===== src/rtl/csr_crc_pkg.sv =====
package csr_crc_pkg;
  localparam int CRC_W = 16;
  localparam int NIB_W = 4;
  typedef logic [CRC_W-1:0] crc_t;
endpackage


===== src/rtl/csr_crc_step.sv =====
module csr_crc_step
  import csr_crc_pkg::*;
(
  input  crc_t             crc_i,
  input  logic [NIB_W-1:0] nib_i,
  output crc_t             crc_o
);
  logic [NIB_W-1:0] sum;

  always_comb begin
    sum   = crc_i[CRC_W-1 -: NIB_W] ^ nib_i;
    // taps at bit 12, 5 and 0
    crc_o = {crc_i[CRC_W-NIB_W-1:0], {NIB_W{1'b0}}}
          ^ {sum, 12'b0}
          ^ {7'b0, sum, 5'b0}
          ^ {12'b0, sum};
  end
endmodule


===== src/rtl/csr_crc_seq.sv =====
module csr_crc_seq
  import csr_crc_pkg::*;
#(
  parameter int QUAD_W = 32
) (
  input  logic              clk_i,
  input  logic              rst_ni,
  input  logic              start_i,
  input  logic              in_valid_i,
  input  logic              in_last_i,
  input  logic [QUAD_W-1:0] in_data_i,
  output logic              in_ready_o,
  output logic              accept_o,
  output logic              step_o,
  output logic [NIB_W-1:0]  nib_o,
  output logic              done_o
);
  localparam int NIBS  = QUAD_W / NIB_W;
  localparam int CNT_W = $clog2(NIBS);

  logic              busy_q, last_q, done_q;
  logic [CNT_W-1:0]  remain_q;
  logic [QUAD_W-1:0] shreg_q;

  assign in_ready_o = !busy_q;
  assign accept_o   = in_valid_i && (!busy_q || start_i);
  assign step_o     = accept_o || (busy_q && !start_i);
  assign nib_o      = accept_o ? in_data_i[QUAD_W-1 -: NIB_W] : shreg_q[QUAD_W-1 -: NIB_W];
  assign done_o     = done_q;

  always_ff @(posedge clk_i or negedge rst_ni) begin
    if (!rst_ni) begin
      busy_q   <= 1'b0;
      last_q   <= 1'b0;
      done_q   <= 1'b0;
      remain_q <= '0;
      shreg_q  <= '0;
    end else if (accept_o) begin
      // first nibble is folded on the accept edge
      shreg_q  <= in_data_i << NIB_W;
      remain_q <= CNT_W'(NIBS - 1);
      busy_q   <= 1'b1;
      last_q   <= in_last_i;
      done_q   <= 1'b0;
    end else if (start_i) begin
      busy_q <= 1'b0;
      last_q <= 1'b0;
      done_q <= 1'b0;
    end else if (busy_q) begin
      shreg_q  <= shreg_q << NIB_W;
      remain_q <= remain_q - 1'b1;
      if (remain_q == CNT_W'(1)) begin
        busy_q <= 1'b0;
        done_q <= last_q;
      end else begin
        done_q <= 1'b0;
      end
    end else begin
      done_q <= 1'b0;
    end
  end
endmodule


===== src/rtl/csr_crc_engine.sv =====
module csr_crc_engine
  import csr_crc_pkg::*;
#(
  parameter int QUAD_W = 32,
  parameter int LEN_W  = 16
) (
  input  logic                   clk_i,
  input  logic                   rst_ni,
  input  logic                   start_i,
  input  logic                   in_valid_i,
  input  logic                   in_last_i,
  input  logic [QUAD_W-1:0]      in_data_i,
  output logic                   in_ready_o,
  output logic [CRC_W-1:0]       crc_o,
  output logic                   crc_valid_o,
  output logic [LEN_W+CRC_W-1:0] hdr_o
);
  logic             accept, step;
  logic [NIB_W-1:0] nib;
  crc_t             crc_q, crc_base, crc_next;
  logic [LEN_W-1:0] len_q;

  csr_crc_seq #(.QUAD_W(QUAD_W)) u_seq (
    .clk_i      (clk_i),
    .rst_ni     (rst_ni),
    .start_i    (start_i),
    .in_valid_i (in_valid_i),
    .in_last_i  (in_last_i),
    .in_data_i  (in_data_i),
    .in_ready_o (in_ready_o),
    .accept_o   (accept),
    .step_o     (step),
    .nib_o      (nib),
    .done_o     (crc_valid_o)
  );

  assign crc_base = start_i ? '0 : crc_q;

  csr_crc_step u_step (
    .crc_i (crc_base),
    .nib_i (nib),
    .crc_o (crc_next)
  );

  always_ff @(posedge clk_i or negedge rst_ni) begin
    if (!rst_ni) begin
      crc_q <= '0;
      len_q <= '0;
    end else begin
      if (step)         crc_q <= crc_next;
      else if (start_i) crc_q <= '0;
      if (start_i)      len_q <= accept ? LEN_W'(1) : '0;
      else if (accept)  len_q <= len_q + 1'b1;
    end
  end

  assign crc_o = crc_q;
  assign hdr_o = {len_q, crc_q};
endmodule


===== config.mk =====
export PLATFORM = sky130hd
export DESIGN_NAME = csr_crc_engine
export DESIGN_NICKNAME = d
export VERILOG_FILES = /design/src/rtl/csr_crc_pkg.sv /design/src/rtl/csr_crc_step.sv /design/src/rtl/csr_crc_seq.sv /design/src/rtl/csr_crc_engine.sv
export SDC_FILE = /design/constraint.sdc
export NUM_CORES = 1
export LEC_CHECK = 0
export BUFFER_PORTS_ARGS = -buffer_cell sky130_fd_sc_hd__buf_4
export CAP_MARGIN = 0
export CORE_ASPECT_RATIO = 1.4
export CORE_MARGIN = 2
export CORE_UTILIZATION = 45
export CTS_CLUSTER_DIAMETER = 60
export DETAILED_ROUTE_END_ITERATION = 10
export GPL_TIMING_DRIVEN = 0
export PLACE_DENSITY = 0.72
export SLEW_MARGIN = 10
export SYNTH_ARGS = -nofsm -noshare
export SYNTH_HDL_FRONTEND = slang
export SYNTH_SLANG_ARGS = --single-unit

===== constraint.sdc =====
create_clock -name clk_i -period 1.68 [get_ports clk_i]
set_input_delay 0 -clock clk_i [delete_from_list [all_inputs] [get_ports clk_i]]
set_output_delay 0 -clock clk_i [all_outputs]
set_load 0.03 [all_outputs]

== Yosys cells after proc, flatten, opt, wreduce, memory -nomap -nowiden ==
Index checks and enable logic that the tools add are counted.
Storage, ports and cells
  register bits after elaboration: 70
  input bits: 37
  output and inout port bits: 50
  word-level logic and storage cells: 46
Cells by class
  add/sub/neg operators: 2
  eq/ne operators: 2
  mux-type cells: 22
  bitwise gates (word level): 4
  reductions and logical operators: 9
Operators by type and width (number)
  32-bit 2-to-1 mux: 3
  16-bit 2-to-1 mux: 4
  16-bit by 1-bit adder with 16-bit output, second input constant: 1
  16-bit bitwise XOR: 1
  16-bit by 4-bit bitwise XOR with 16-bit output: 1
  16-bit by 9-bit bitwise XOR with 16-bit output: 1
  1-bit 2-to-1 mux: 11
  3-bit 2-to-1 mux: 3
  4-bit 2-to-1 mux: 1
  2-bit nonzero test: 2
  4-bit bitwise XOR: 1
  3-bit by 1-bit == test with 1-bit output, second input constant: 1
  3-bit by 1-bit subtractor with 3-bit output, second input constant: 1
  1-bit logical AND: 2
  1-bit logical NOT: 2
  1-bit logical OR: 2
  2-bit by 1-bit != test with 1-bit output, second input constant: 1
  2-bit AND reduction: 1

== Longest topological paths before layout ==
  word-level depth: 9
  gate-level depth with buffers: 6
  depth with buffers taken out: 5

== By module ==
From an unflattened synthesis, not the netlist that was laid out.
Second synthesis, totals
  cell total of the unflattened synthesis: 319
  area, all modules: 3528.4 µm²
By module, submodules not included
  csr_crc_engine: instances 1, cells each 152, area an instance 1657.8 µm², seq. area each 800.8 µm²
  csr_crc_seq: instances 1, cells each 151, area an instance 1615.3 µm², seq. area each 850.8 µm²
  csr_crc_step: instances 1, cells each 16, area an instance 255.2 µm², seq. area each 0.0 µm²

== Worst setup path before layout ==
Ideal clock, no wire load.
  path type: reg2reg
  from: register crc_q[14] (netlist: crc_o[14])
  to: register crc_q[14] (netlist: crc_o[14])
  setup time: 0.126 ns
  data arrival time: 1.550 ns
  data required time: 1.554 ns
  path slack: 0.004 ns
  cell stages (with the launch flop): 5
  buffers on the path: 0
  period minus slack after synthesis: 1.676 ns
  cell sequence: dfrtp_1 and4b_1 a311oi_2 a2111oi_0 a221o_1
Between the ends
  longest elaborated chain between the ends: 6
RTL lines
  start, declared: line csr_crc_engine.sv:20  | crc_t crc_q, crc_base, crc_next;
  start signal, assigned: line csr_crc_engine.sv:50  | if (step) crc_q <= crc_next;
  16-bit 2-to-1 mux *
  4-bit bitwise XOR: line csr_crc_step.sv:11  | sum = crc_i[CRC_W-1 -: NIB_W] ^ nib_i;
  16-bit bitwise XOR: line csr_crc_step.sv:14  | ^ {sum, 12'b0}
  16-bit by 9-bit bitwise XOR with 16-bit output: line csr_crc_step.sv:15  | ^ {7'b0, sum, 5'b0}
  16-bit by 4-bit bitwise XOR with 16-bit output: line csr_crc_step.sv:16  | ^ {12'b0, sum};
  16-bit 2-to-1 mux *: line csr_crc_engine.sv:50
Mark *: on every way between the ends. The rest lies on a longest branch, timed or not.
A chain may end at the register's enable or synchronous reset.

== Worst setup path in the final report ==
  from: register u_seq.busy_q
  to: register crc_q[14] (netlist: crc_o[14])
Between the ends
  longest elaborated chain between the ends: 9
  elaborated cells between the ends (all ways): 11
  classes of those cells: 2 x mux; 4 x bitwise; 5 x reduce/logical
RTL lines
  start, declared: line csr_crc_seq.sv:21  | logic busy_q, last_q, done_q;
  start signal, assigned: line csr_crc_seq.sv:33  | busy_q <= 1'b0;
  start signal, assigned: line csr_crc_seq.sv:42  | busy_q <= 1'b1;
  start signal, assigned: line csr_crc_seq.sv:46  | busy_q <= 1'b0;
  1-bit logical NOT: line csr_crc_seq.sv:26  | assign accept_o = in_valid_i && (!busy_q || start_i);
  1-bit logical OR: line csr_crc_seq.sv:26
  1-bit logical AND: line csr_crc_seq.sv:26
  4-bit 2-to-1 mux: line csr_crc_seq.sv:28  | assign nib_o = accept_o ? in_data_i[QUAD_W-1 -: NIB_W] : shreg_q[QUAD_W-1 -: NIB_W];
  4-bit bitwise XOR: line csr_crc_step.sv:11
  16-bit bitwise XOR: line csr_crc_step.sv:14
  16-bit by 9-bit bitwise XOR with 16-bit output: line csr_crc_step.sv:15
  16-bit by 4-bit bitwise XOR with 16-bit output: line csr_crc_step.sv:16
  16-bit 2-to-1 mux *: line csr_crc_engine.sv:50
Marked as above.

==> flow_summary_export.csv <==
group,metric,value,unit
yosys,synth_area_leaders,"dfrtp_1 (47%), mux2i_1 (9.0%), o21ai_0 (5.1%), nand2_1 (5.0%), buf_4 (4.0%)",
global_routing,grt_pass1_vias,2966,
sta,hold_violations,0,
yosys,synthesis.nets,397,
routing,num_vias,3153,
clock_tree,clk_pin_slew,0.07,ns
floorplanning,dieArea,8600,um2
yosys,yosysUniqueCellTypes,41,
sta,fin_worst_skew,0.00566,ns
yosys,avgSynthCellArea,9.91,um2
power,p_clk_share,24.6,%
yosys,synthCells,357,
status,run_status,"finished, final reports clean",
final_layout,utilization,64.2,%
routing,dr.pass1.iters,4,
final_layout,synthToLayoutAreaGrowth,39.8,%
worst_setup_path,regToRegEndpoint,"crc_o[14]$_DFF_PN0_",
global_routing,gr-usage-all-layers,21.3,%
worst_setup_path,required,1.90,ns
power,powerDensity,965,nW/um2
yosys,synth_top_area_cell,"dfrtp_1",
clock_tree,numCtsBuffers,9,
routing,viasPerCell,5.32,
hold_path,hold_path_startpoint,"start_i",
sta,rsz0062_at_grt,"true",
global_routing,gr-total-overflow,0,
yosys,yosysWarnings,0,
global_routing,busiest_layer,"met2",
worst_setup_path,cp-start-kind,"flop",
worst_setup_path,end_kind,"flop",
yosys,netlist_area,3540,um2
yosys,ys_ff_latch,66,
worst_setup_path,rr_worst_depth,6,
job,drv_cap,0,
sta,max_freq,596,MHz
yosys,yosys.area.top_type_share,46.7,%
final_layout,final_nets,529,
sta,slew_headroom,44.7,%
yosys,ys_seq_area_share,46.7,%
sta,drv_slew,0,
global_routing,grt_use_met2,38.7,%
power,p_leak,2.34,nW
power,swShare,34.7,%
yosys,ys_async_sr_fraction,100,%
routing,post-route-drc-count,0,
power,p_int,0.00312,W
worst_setup_path,ff2ff_setup_slack,0.004,ns
placement,dpl_cell_area,4310,um2
sta,tightest_slew,0.829,ns
final_layout,n_antenna_cell,0,
final_layout,design_area,4950,um2
yosys,synth_flop_cell,"dfrtp_1",
hold_path,hp-class,"in2reg",
clock_tree,htreeDepth,3,
power,seqPwrFrac,42.3,%
final_layout,layout_common_cells,"buf_4 (106), dfrtp_1 (63), nand2_1 (47)",
floorplanning,core,7700,um2
power,total_power,0.00478,W
floorplanning,die_w,79.0,um
routing,antenna_left,0,
routing,drt_iter0_markers,271,
sta,setup_viol,0,
hold_path,hold_depth,4,
yosys,synth_edf_count,0,
floorplanning,rows,38,
clock_tree,cts_sinks,66,
floorplanning,start_util,46.0,%
placement,port_buffers,86,
sta,fin_crit_sh,99.8,%
worst_setup_path,arrival,1.90,ns
global_routing,antenna_found_initial,0,
global_routing,grt_max_degree,67,
worst_setup_path,r2r_start,"u_seq.busy_q$_DFF_PN0_",
final_layout,mostFrequentLayoutCell,"buf_4",
placement,dp_hpwl,6120,um
clock_tree,clk_latency,0.34,ns
global_routing,grt.met3_usage,4.47,%
clock_tree,root_buffer,"clkbuf_8",
global_routing,grt_pass1_wl,14300,um
hold_path,min_to,"u_seq.remain_q[1]$_DFFE_PN0P_",
worst_setup_path,crit_type,"reg2reg",
worst_setup_path,critPathMaxFanout,7,
clock_tree,cts_buffer_depth,2,
final_layout,layout-drive-gt1-share,31.2,%
power,p_sw,0.00166,W
sta,finalCriticalPeriod,1.68,ns
floorplanning,io_pins,87,
power,p_comb_share,33.1,%
global_routing,use_met1,24.9,%
placement,place_congestion,0.770,
floorplanning,die_h,109,um
clock_tree,cts_tree,"yes",
routing,routedWlPerCell,14.9,um
routing,drt_wl_total,8840,um
power,ir_worst_vdd,0.000637,V
-- through the flow --
| stage | hold WS, ns | setup WS [ns] | setup TNS [ns] | cells |
|---|---|---|---|---|
| 3_5_place_dp | 0.165 | -0.131 | -0.562 | 543 |
| 4_1_cts | 0.156 | 0.0143 | 0 | 588 |
| 2_1_floorplan | -0.296 | 0.00387 | 0 | 357 |
| 5_1_grt | 0.197 | -0.0603 | -0.430 | 593 |
| 3_3_place_gp | 0.160 | -0.118 | -0.454 | 543 |
| 6_report | 0.147 | 0.00354 | 0 | 593 |
-- kinds of logic (layout without fill, tap and decap cells) --
logic type | Yosys count | count (layout) | share of synthesized area [%]
adders and majority gates | 3 | 3 | 1.06
DFF | 66 | 66 | 46.7
xor gates and xnor gates | 5 | 5 | 1.24
and+or+nand+nor | 102 | 102 | 15.7
buffers and inverters | 53 | 189 | 8.27
muxes | 32 | 32 | 9.05
AOI/OAI and AO/OA | 96 | 96 | 18.0
-- state kept, by name, indices dropped and copies added, names as in the netlist --
signal,count
u_seq.remain_q,3
u_seq.last_q,1
len_q,16
crc_o,16
u_seq.busy_q,1
u_seq.done_o,1
u_seq.shreg_q,28
-- layout make-up --
cell class,instances,area (um2)
clock inverters,3,15.0
repair buffers,121,985
clock buffers,12,155
inverters,15,56.3
fillers,634,2760
well taps,100,125
multi-input cells,238,1700
flip-flops and latches,66,1660
plain buffers,38,251
-- metal layers --
metal | part of all wire [%] | wire length, um
met1 | 40 | 3500
met2 | 54 | 4810
met3 | 4.6 | 408
met4 | 1.4 | 124
met5 | 0 | 0
-- synth_stat cells, types with 3 or more instances --
cell and n:
a2111oi_1 6, a21o_1 8, a21oi_1 20, a221o_1 8
a311oi_2 4, and2_1 6, and3_1 3, and4b_1 4
buf_2 6, buf_4 19, clkbuf_1 10, dfrtp_1 66
ha_1 3, inv_1 15, mux2i_1 32, nand2_1 47
nand2b_1 3, nand3_1 4, nand4_1 3, nor2_1 9
nor3b_2 4, o211ai_1 4, o21ai_0 36, o21ai_1 3
or3_1 8, xor2_1 3
-- how the worst max path moves through the flow --
stage / startpoint / endpoint / slack [ns] / depth (start not counted)
after floorplan: crc_o[14]$_DFF_PN0_ / crc_o[14]$_DFF_PN0_ / 0.004 / 4
after global placement: u_seq.busy_q$_DFF_PN0_ / crc_o[13]$_DFF_PN0_ / -0.12 / 6
after detailed placement: u_seq.busy_q$_DFF_PN0_ / crc_o[8]$_DFF_PN0_ / -0.13 / 6
after CTS: u_seq.busy_q$_DFF_PN0_ / crc_o[7]$_DFF_PN0_ / 0.01 / 5
after global routing: u_seq.busy_q$_DFF_PN0_ / crc_o[13]$_DFF_PN0_ / -0.06 / 5
final: u_seq.busy_q$_DFF_PN0_ / crc_o[14]$_DFF_PN0_ / 0.004 / 6
-- timing repair --
item,in CTS,in global routing
gates resized for setup,10,17
pin swaps,0,7
gates cloned,0,1
setup endpoints to repair,9,15
hold buffers,30,0
endpoints found under the hold margin,95,0
buffers inserted,0,4
-- power groups by stage --
stage               registers (W)  clock network (W)  logic (W)
floorplan                 0.00214                  0   0.000775
global placement          0.00202                  0    0.00138
detailed placement        0.00202                  0    0.00141
CTS                       0.00201            0.00120    0.00151
global route              0.00205            0.00127    0.00170
finish                    0.00202            0.00118    0.00158
-- worst max-delay path, stage by stage (launching register included) --
cell and delay, ns:
dfrtp_2 0.45, buf_4 0.16, and4b_1 0.28, a311oi_4 0.05, buf_6 0.15, a21o_1 0.17
a221o_1 0.30
Note: power is estimated with default switching activity, not from simulation.
